**src/rtl/burst_seq_pkg.sv**
```systemverilog
package burst_seq_pkg;

  localparam int MODE_W = 10;
  localparam int CL_W   = 2;

  typedef enum logic [2:0] {
    BL_1    = 3'b000,
    BL_2    = 3'b001,
    BL_4    = 3'b010,
    BL_8    = 3'b011,
    BL_PAGE = 3'b111
  } blen_e;

  typedef struct packed {
    blen_e            len;
    logic             interleave;
    logic [CL_W-1:0]  cas_lat;
    logic             single_wr;
  } mode_cfg_t;

  localparam mode_cfg_t MODE_RESET = '{len: BL_1, interleave: 1'b0,
                                       cas_lat: 2'd2, single_wr: 1'b0};

  function automatic logic len_code_ok(input logic [2:0] code);
    return (code == BL_1) || (code == BL_2) || (code == BL_4) ||
           (code == BL_8) || (code == BL_PAGE);
  endfunction

endpackage

```
**src/rtl/burst_mode_reg.sv**
```systemverilog
module burst_mode_reg
  import burst_seq_pkg::*;
(
  input  logic              clk,
  input  logic              rst_n,
  input  logic              wr_en,
  input  logic [MODE_W-1:0] wr_data,
  output mode_cfg_t         cfg
);

  logic [2:0]      f_len;
  logic            f_itl;
  logic [2:0]      f_cl;
  logic            f_sw;
  logic            legal;
  mode_cfg_t       decoded;

  always_comb begin
    f_len = wr_data[2:0];
    f_itl = wr_data[3];
    f_cl  = wr_data[6:4];
    f_sw  = wr_data[9];
    legal = len_code_ok(f_len) &&
            (f_cl >= 3'd1) && (f_cl <= 3'd3) &&
            !((f_len == BL_PAGE) && f_itl);
    decoded.len        = blen_e'(f_len);
    decoded.interleave = f_itl;
    decoded.cas_lat    = f_cl[CL_W-1:0];
    decoded.single_wr  = f_sw;
  end

  always_ff @(posedge clk) begin
    if (!rst_n) begin
      cfg <= MODE_RESET;
    end else if (wr_en && legal) begin
      cfg <= decoded;
    end
  end

endmodule

```
**src/rtl/burst_addr_gen.sv**
```systemverilog
module burst_addr_gen
  import burst_seq_pkg::*;
#(
  parameter int COL_W = 8
) (
  input  logic [COL_W-1:0] start_col,
  input  logic [COL_W-1:0] beat_idx,
  input  blen_e            len,
  input  logic             interleave,
  output logic [COL_W-1:0] wrap_mask,
  output logic [COL_W-1:0] col
);

  logic [COL_W-1:0] stepped;

  always_comb begin
    unique case (len)
      BL_1:    wrap_mask = '0;
      BL_2:    wrap_mask = COL_W'(1);
      BL_4:    wrap_mask = COL_W'(3);
      BL_8:    wrap_mask = COL_W'(7);
      default: wrap_mask = '1;
    endcase
    stepped = interleave ? (start_col ^ beat_idx) : (start_col + beat_idx);
    col = (start_col & ~wrap_mask) | (stepped & wrap_mask);
  end

endmodule

```
**src/rtl/cas_delay_line.sv**
```systemverilog
module cas_delay_line
  import burst_seq_pkg::*;
#(
  parameter int MAX_CL = 3
) (
  input  logic            clk,
  input  logic            rst_n,
  input  logic            rd_beat,
  input  logic [CL_W-1:0] lat,
  output logic            data_valid
);

  logic [MAX_CL-1:0] stage;
  logic [MAX_CL-1:0] insert;
  logic [MAX_CL-1:0] shifted;

  generate
    for (genvar i = 0; i < MAX_CL; i++) begin : g_ins
      assign insert[i] = rd_beat && (int'(lat) == i + 1);
    end
    if (MAX_CL > 1) begin : g_shift
      assign shifted = {1'b0, stage[MAX_CL-1:1]};
    end else begin : g_noshift
      assign shifted = '0;
    end
  endgenerate

  always_ff @(posedge clk) begin
    if (!rst_n) stage <= '0;
    else        stage <= shifted | insert;
  end

  assign data_valid = stage[0];

endmodule

```
**src/rtl/burst_col_seq.sv**
```systemverilog
module burst_col_seq
  import burst_seq_pkg::*;
#(
  parameter int COL_W  = 8,
  parameter int MAX_CL = 3
) (
  input  logic             clk,
  input  logic             rst_n,
  input  logic             mrs_we,
  input  logic [9:0]       mrs_data,
  input  logic             cmd_valid,
  input  logic             cmd_write,
  input  logic             cmd_auto_pre,
  input  logic [COL_W-1:0] cmd_col,
  input  logic             burst_stop,
  output logic             col_valid,
  output logic [COL_W-1:0] col_addr,
  output logic             col_last,
  output logic             col_write,
  output logic             rd_data_valid,
  output logic             pre_req
);

  mode_cfg_t        cfg;

  logic             b_active;
  logic [COL_W-1:0] b_start;
  logic [COL_W-1:0] b_idx;
  blen_e            b_len;
  logic             b_itl;
  logic             b_wr;
  logic             b_ap;
  logic [CL_W-1:0]  b_cl;

  logic [COL_W-1:0] wrap_mask;
  logic [COL_W-1:0] gen_col;
  logic             at_end;
  logic             natural_end;
  blen_e            load_len;

  burst_mode_reg u_mode (
    .clk     (clk),
    .rst_n   (rst_n),
    .wr_en   (mrs_we),
    .wr_data (mrs_data),
    .cfg     (cfg)
  );

  burst_addr_gen #(.COL_W(COL_W)) u_addr (
    .start_col  (b_start),
    .beat_idx   (b_idx),
    .len        (b_len),
    .interleave (b_itl),
    .wrap_mask  (wrap_mask),
    .col        (gen_col)
  );

  cas_delay_line #(.MAX_CL(MAX_CL)) u_cas (
    .clk        (clk),
    .rst_n      (rst_n),
    .rd_beat    (b_active && !b_wr),
    .lat        (b_cl),
    .data_valid (rd_data_valid)
  );

  always_comb begin
    at_end      = b_active && (b_len != BL_PAGE) && (b_idx == wrap_mask);
    natural_end = at_end && !cmd_valid && !burst_stop;
    load_len    = (cmd_write && cfg.single_wr) ? BL_1 : cfg.len;
  end

  always_ff @(posedge clk) begin
    if (!rst_n) begin
      b_active <= 1'b0;
      b_start  <= '0;
      b_idx    <= '0;
      b_len    <= BL_1;
      b_itl    <= 1'b0;
      b_wr     <= 1'b0;
      b_ap     <= 1'b0;
      b_cl     <= MODE_RESET.cas_lat;
      pre_req  <= 1'b0;
    end else begin
      pre_req <= natural_end && b_ap;
      if (cmd_valid) begin
        b_active <= 1'b1;
        b_start  <= cmd_col;
        b_idx    <= '0;
        b_len    <= load_len;
        b_itl    <= cfg.interleave;
        b_wr     <= cmd_write;
        b_ap     <= cmd_auto_pre;
        b_cl     <= cfg.cas_lat;
      end else if (b_active && (burst_stop || at_end)) begin
        b_active <= 1'b0;
      end else if (b_active) begin
        b_idx <= b_idx + COL_W'(1);
      end
    end
  end

  assign col_valid = b_active;
  assign col_addr  = gen_col;
  assign col_last  = at_end;
  assign col_write = b_active && b_wr;

endmodule

```
**config.mk**
```make
export PLATFORM = sky130hd
export DESIGN_NAME = burst_col_seq
export DESIGN_NICKNAME = d
export VERILOG_FILES = /design/src/rtl/burst_seq_pkg.sv /design/src/rtl/burst_mode_reg.sv /design/src/rtl/burst_addr_gen.sv /design/src/rtl/cas_delay_line.sv /design/src/rtl/burst_col_seq.sv
export SDC_FILE = /design/constraint.sdc
export NUM_CORES = 1
export LEC_CHECK = 0
export BUFFER_PORTS_ARGS = -buffer_cell sky130_fd_sc_hd__buf_2
export CORE_MARGIN = 4
export CORE_UTILIZATION = 50
export DETAILED_ROUTE_END_ITERATION = 8
export GPL_ROUTABILITY_DRIVEN = 0
export GPL_TIMING_DRIVEN = 0
export PLACE_DENSITY_LB_ADDON = 0.08
export SLEW_MARGIN = 0
export SYNTH_ARGS = -nofsm -noshare
export SYNTH_HDL_FRONTEND = slang
export SYNTH_SLANG_ARGS = --single-unit
```
**constraint.sdc**
```tcl
create_clock -name clk -period 2.4 [get_ports clk]
set_clock_uncertainty 0.1 [all_clocks]
set_input_delay 0.24 -clock clk [delete_from_list [all_inputs] [get_ports clk]]
set_output_delay 0.24 -clock clk [all_outputs]
set_load 0.01 [all_outputs]
```
==> flow_summary_export.csv, run 1 <==
group,metric,value,unit
outcome,status,"complete, but fails checks",
outcome,violations,"negative setup slack",
power_and_ir_drop,combPwrFrac,11.2,%
clock_tree,clkLatencyLatePin,290,ps
place,dp.cells,312,
cells_and_area,diodes,0,
critical_path,critPathKind,"reg2out",
hold_path,holdPathStages,3,
sta,hold_viol_final,0,
critical_path,rr_worst_depth,6,
yosys,synth_cells,229,
power_and_ir_drop,p_leak,1.013,nW
grt,first_global_vias,1565,
yosys,synthesis.nets,263,
floorplan,die_w,71.85,um
grt,grt_remaining_overflow,0,
yosys,synth_warnings,0,
drt,num_vias,1723,
critical_path,worstPathCellList,"ha_4, inv_2, fa_2, nor2b_1, o21a_1, o21a_1, o21ai_2, or4b_4, nand3_2, buf_6",
clock_tree,cts_tree,"yes",
grt,grt_max_degree,13,
cells_and_area,fin_area,2464,um2
drt,drcViolationCount,0,
critical_path,crit_path_top_delay_cell,"or4b_4",
clock_tree,cts_max_path_buffers,2,
drt,wire_per_inst,12.91,um
power_and_ir_drop,p_switching,0.3112,mW
critical_path,reg2reg_to,"b_idx[1]",
clock_tree,hold_buffers,0,
clock_tree,htree_levels,2,
yosys,yosys_register_bits,36,
grt,grtUsageTotal,17.12,%
floorplan,initial_core_util,53.66,%
critical_path,r2r_slack,430,ps
sta,relSlewSlack,48.77,%
critical_path,crit_path_start_kind,"flop",
critical_path,path_max_fanout,2,
place,io_buffers,35,
power_and_ir_drop,fin_total_pwr,1.305,mW
clock_tree,cts_sinks,36,
critical_path,crit_path_max_incr_delay,480,ps
critical_path,critical_path.most_common_cell,"o21a_1",
job,maxCapViolCount,0,
clock_tree,cts_buffers,5,
critical_path,worstPathRequired,2060,ps
drt,drt_iter0_markers,86,
cells_and_area,syn_to_final_growth,20.87,%
cells_and_area,num-fill-cells,335,
critical_path,cp_top_family,"simple AND/OR/NAND/NOR gates",
drt,viasPerCell,5.318,
grt,antenna_found_initial,0,
power_and_ir_drop,powerDensity,529.8,nW/um2
yosys,syn_avg_cell_area,8.900,um2
power_and_ir_drop,p_int,0.9939,mW
cells_and_area,seq_area,732.0,um2
place,dpl_worst_slack,-206.6,ps
sta,fmax,382.6,MHz
power_and_ir_drop,switching_share,23.84,%
critical_path,path_buf_inv,2,
power_and_ir_drop,clkPwrFrac,40.7,%
hold_path,hold_end,"u_mode.cfg[2]",
yosys,syn_area,2038,um2
drt,wl,4184,um
yosys,yosysUniqueCellTypes,45,
sta,period_needed,2614,ps
grt,grt_pass1_wl,6996,um
power_and_ir_drop,seqPwrFrac,48.1,%
cells_and_area,multi_input_area,1267,um2
hold_path,hold_class,"in2reg",
sta,holdWs,81.11,ps
sta,worst_slack,-213.5,ps
place,place_area,2285,um2
sta,setup_viol,2,
floorplan,die_h,71.85,um
sta,slew_violations,0,
place,dp_hpwl,3057,um
sta,worstMarginPinSlew,768.4,ps
cells_and_area,final_nets,309,
power_and_ir_drop,ir_drop,0.0005239,V
floorplan,core,3799,um2
floorplan,ios,38,
clock_tree,clockRootBuffer,"clkbuf_8",
clock_tree,clkTransAtPathRegs,70,ps
floorplan,row_count,22,
sta,rsz0062_at_grt,"true",
critical_path,arrival,2270,ps
critical_path,worstReg2RegStart,"b_len[0]",
sta,fin_crit_sh,108.9,%
floorplan,die_area,5162,um2
yosys,yosysSeqAreaShare,35.36,%
cells_and_area,drive_above_1_share,25.36,%
hold_path,hp-start,"mrs_data[5]",
critical_path,cp-end-kind,"output pin",
drt,antenna_left,0,
cells_and_area,instances_no_fill,324,
drt,drtPass1Iterations,6,
[layout by cell type (no fill, tap or decap), types with 5 or more instances in the layout]
cell / count
buf_2: 35
dfxtp_1: 31
nor2_1: 24
nor2b_1: 21
mux2i_1: 20
nand2_1: 13
a21oi_1: 11
nand3_1: 11
xnor2_1: 10
ha_1: 7
o21a_1: 5
clkbuf_1: 5
inv_1: 5
a211oi_1: 5
nand2b_1: 5
clkbuf_8: 5
[synth_stat cells (all sizes together)]
cell type | count | area [um2]
dfxtp | 36 | 720.7
nor2 | 24 | 90.09
nor2b | 21 | 131.4
mux2i | 20 | 200.2
a21oi | 13 | 76.33
nand2 | 13 | 48.80
nand3 | 12 | 60.06
xnor2 | 10 | 87.58
ha | 8 | 100.1
clkbuf | 6 | 23.77
inv | 6 | 22.52
a211oi | 5 | 37.54
buf | 5 | 35.03
nand2b | 5 | 31.28
o21a | 5 | 37.54
a21boi | 4 | 30.03
and3 | 4 | 25.02
a21o | 2 | 15.01
and2 | 2 | 13.77
nand3b | 2 | 15.01
nand4 | 2 | 12.51
nor4b | 2 | 32.53
nor4bb | 2 | 20.02
o211ai | 2 | 15.01
o21ai | 2 | 10.01
o21bai | 2 | 15.01
or2b | 2 | 15.01
a221o | 1 | 11.26
a311oi | 1 | 8.760
a31oi | 1 | 6.260
and4b | 1 | 10.01
fa | 1 | 20.02
mux2 | 1 | 11.26
nand4b | 1 | 8.760
nor3 | 1 | 5.000
o221a | 1 | 11.26
or2 | 1 | 6.260
or4 | 1 | 7.510
or4b | 1 | 10.01
[how the worst max path moves through the flow]
stage,end,start,cells after the start,slack [ps]
floorplan,col_addr[6],b_idx[0],9,5
global placement,col_addr[6],b_idx[0],10,-220
detailed placement,col_addr[6],b_idx[0],10,-210
CTS,col_addr[6],b_start[0],10,-240
global route,col_addr[6],b_idx[0],10,-330
finish,col_addr[6],b_idx[0],10,-210
[state kept, by name, summed over array words and instances (netlist names)]
signal,cells
b_ap,1
u_mode.cfg,7
col_valid,1
pre_req,1
b_start,8
b_cl,2
u_cas.stage,3
b_idx,8
b_wr,1
b_len,3
b_itl,1
[power groups by stage]
stage | Combinational (mW) | Sequential [mW] | Clock (mW)
floorplan | 0.0939 | 0.639 | 0
global placement | 0.139 | 0.642 | 0
detailed placement | 0.141 | 0.643 | 0
CTS | 0.147 | 0.629 | 0.544
global route | 0.164 | 0.630 | 0.579
finish | 0.147 | 0.627 | 0.531
[timing repair]
item                       CTS  global route
pin swaps                    3             4
setup endpoints to repair    3             5
gates resized for setup     10             3
buffers inserted             3             1
[worst min-delay path, stage by stage]
cell	delay, ps
buf_2	90
mux2i_1	60
nand2_1	60
[cell type report]
type / instances / area share (%)
clock inverters: 3 / 1.727
clock buffers: 5 / 2.793
flip-flops and latches: 36 / 29.71
multi-input cells: 176 / 51.45
repair buffers: 39 / 8.583
plain buffers: 11 / 2.387
well taps: 48 / 2.438
inverters: 6 / 0.9142
[cell families (layout without fill, tap and decap cells)]
group	after synthesis	count (layout)	share of synthesized area (%)
and+or+nand+nor	97	97	26.64
AOI/OAI and AO/OA	39	39	13.44
DFF	36	36	35.36
muxes	21	21	10.37
buffers and inverters	17	64	3.990
xor gates and xnor gates	10	10	4.297
adders and majority gates	9	9	5.893
[through the flow]
stage	utilization [%]	setup TNS, ps
after detailed placement	60.14	-206.6
after global placement	60.14	-221.9
after CTS	64.46	-374.7
after global routing	64.86	-689.3
final	64.86	-285.5
after floorplan	-	0
[per-layer routing]
metal	global-route usage, %	share of wire (%)	vias to the layer above
met3	5.330	5.1	7
met2	27.76	46	40
li1	-	-	892
met5	0	0	-
met1	21.79	47	784
met4	5.010	1.2	0
Power figures use the tool's default switching activity.
==> inputs of run 2 (changes only) <==
Settings changed: CORE_ASPECT_RATIO set to 0.6, CORE_UTILIZATION 50 to 59, CTS_CLUSTER_DIAMETER set to 80.
Clock period 2.4 ns to 3.1 ns, I/O delays scaled along.
==> run 2 against run 1 <==
  * The run now ends clean
  * Wire length grew 5.6%
  * Largest power group unchanged
  * Clock-buffer cell count is the same
  * Highest routed layer unchanged
  * Critical path depth is the same
==> flow_summary_export.csv, run 2 (synthesis results as in run 1) <==
group,metric,value,unit
outcome,status,"complete, no violations",
cells_and_area,final_util,74.54,%
clock_tree,clockRootBuffer,"clkbuf_8",
sta,worstMarginPinSlew,755.1,ps
critical_path,path_max_fanout,4,
critical_path,reg2reg_to,"b_idx[3]",
sta,slew_violations,0,
sta,fin_crit_sh,95.59,%
sta,holdWs,138.3,ps
grt,grt_max_degree,13,
cells_and_area,final_common_cell,"buf_2",
critical_path,critPathKind,"reg2out",
power_and_ir_drop,powerDensity,414.8,nW/um2
cells_and_area,layout_common_cells,"36 x buf_2, 33 x dfxtp_1, 24 x nor2_1",
sta,fmax,337.5,MHz
cells_and_area,final_nets,311,
critical_path,crit_path_start_kind,"flop",
place,place_area,2270,um2
floorplan,core,3283,um2
place,io_buffers,35,
critical_path,worstPathRequired,2690,ps
sta,setup_tns,0,ps
grt,grt_pass1_wl,7265,um
grt,use_met1,29.81,%
critical_path,worstReg2RegStart,"b_idx[2]",
drt,viasPerCell,5.316,
grt,met3_usage,7.932,%
clock_tree,clkTransAtPathRegs,70,ps
hold_path,hp-start,"mrs_data[5]",
clock_tree,cts_tree,"yes",
grt,busiest_layer,"met2",
grt,grtUsageTotal,21.09,%
power_and_ir_drop,p_switching,0.2460,mW
drt,drtPass1Iterations,4,
sta,setup_viol,0,
hold_path,hold_end,"u_mode.cfg[2]",
floorplan,die_area,4490,um2
sta,relSlewSlack,49.66,%
power_and_ir_drop,p_leak,1.014,nW
sta,period_needed,2963,ps
floorplan,die_h,53.53,um
power_and_ir_drop,p_int,0.7691,mW
critical_path,arrival,2550,ps
cells_and_area,drive_above_1_share,23.74,%
sta,worst_slack,136.7,ps
cells_and_area,reg_top3,"b_idx (8), b_start (8), u_mode.cfg (7)",
drt,antenna_left,0,
critical_path,cp-end-kind,"output pin",
hold_path,holdPathStages,3,
drt,wire_per_inst,13.67,um
grt,grt_remaining_overflow,0,
clock_tree,htree_levels,2,
job,maxCapViolCount,0,
drt,drt_iter0_markers,79,
place,dpl_worst_slack,240.7,ps
power_and_ir_drop,switching_share,24.23,%
floorplan,initial_core_util,62.08,%
grt,met2_usage,29.95,%
power_and_ir_drop,ir_drop,0.0002808,V
clock_tree,clkLatencyLatePin,300,ps
hold_path,hold_class,"in2reg",
clock_tree,cts_buffers,5,
power_and_ir_drop,clkPwrFrac,40.8,%
cells_and_area,fin_area,2447,um2
critical_path,rr_worst_depth,7,
grt,antenna_found_initial,0,
place,dp_hpwl,3262,um
floorplan,row_count,16,
cells_and_area,diodes,0,
floorplan,ios,38,
clock_tree,cts_max_path_buffers,2,
drt,drcViolationCount,0,
cells_and_area,syn_to_final_growth,20.07,%
critical_path,r2r_slack,1050,ps
power_and_ir_drop,seqPwrFrac,48.1,%
cells_and_area,num-fill-cells,269,
floorplan,die_w,83.88,um
power_and_ir_drop,combPwrFrac,11.1,%
clock_tree,cts_sinks,36,
sta,hold_viol_final,0,
drt,wl,4417,um
grt,first_global_vias,1548,
drt,num_vias,1717,
## run 2: power groups by stage
stage                     sequential (mW)  combinational (mW)  clock [mW]
after floorplan                     0.495              0.0723           0
after global placement              0.498               0.107           0
after detailed placement            0.499               0.109           0
after CTS                           0.488               0.110       0.421
after global routing                0.490               0.125       0.453
final                               0.488               0.113       0.414
## run 2: worst max path at each step
stage / depth (start not counted) / slack (ps) / to / start
4_1_cts: 10 / 2 / col_addr[6] / b_idx[0]
3_3_place_gp: 10 / 220 / col_addr[6] / b_idx[0]
6_report: 10 / 140 / col_addr[6] / b_idx[0]
3_5_place_dp: 10 / 240 / col_addr[6] / b_idx[0]
2_1_floorplan: 9 / 530 / col_addr[6] / b_idx[0]
5_1_grt: 10 / -3 / col_addr[6] / b_idx[0]
## run 2: layout make-up
class	instances	area (um2)	area share, %
Multi-Input combinational cell	176	1251	51.12
Sequential cell	36	726.9	29.70
Timing Repair Buffer	41	220.2	8.998
Clock buffer	5	68.82	2.812
Buffer	11	58.81	2.403
Tap cell	45	56.30	2.301
Clock inverter	3	42.54	1.738
Inverter	6	22.52	0.9202
## run 2: per-layer routing
layer  part of all wire (%)  vias up  wire [um]
met4                    1.0        0         46
met5                      0        -          0
li1                       -      894          -
met2                     39       36       1729
met1                     55      782       2433
met3                    4.7        5        208
## run 2: worst max-delay path, stage by stage, from the launching register on
cell and delay [ps]:
dfxtp_4 390, ha_4 130, inv_1 50, fa_2 340
nor2b_1 130, o21a_1 170, o21a_1 110, o21ai_0 90
or4b_2 610, nand3_1 100, buf_2 130
## run 2: repair_timing
action,CTS,global route
endpoints found under the setup margin,1,1
pin swaps,0,1
setup buffers,0,6
resized for setup,2,5
hold buffers,0,0
endpoints found under the hold margin,0,0
## run 2: metrics by stage
stage               power (mW)  instances
floorplan               0.5675        229
global placement        0.6052        309
detailed placement      0.6078        309
CTS                      1.018        317
global route             1.068        323
finish                   1.015        323
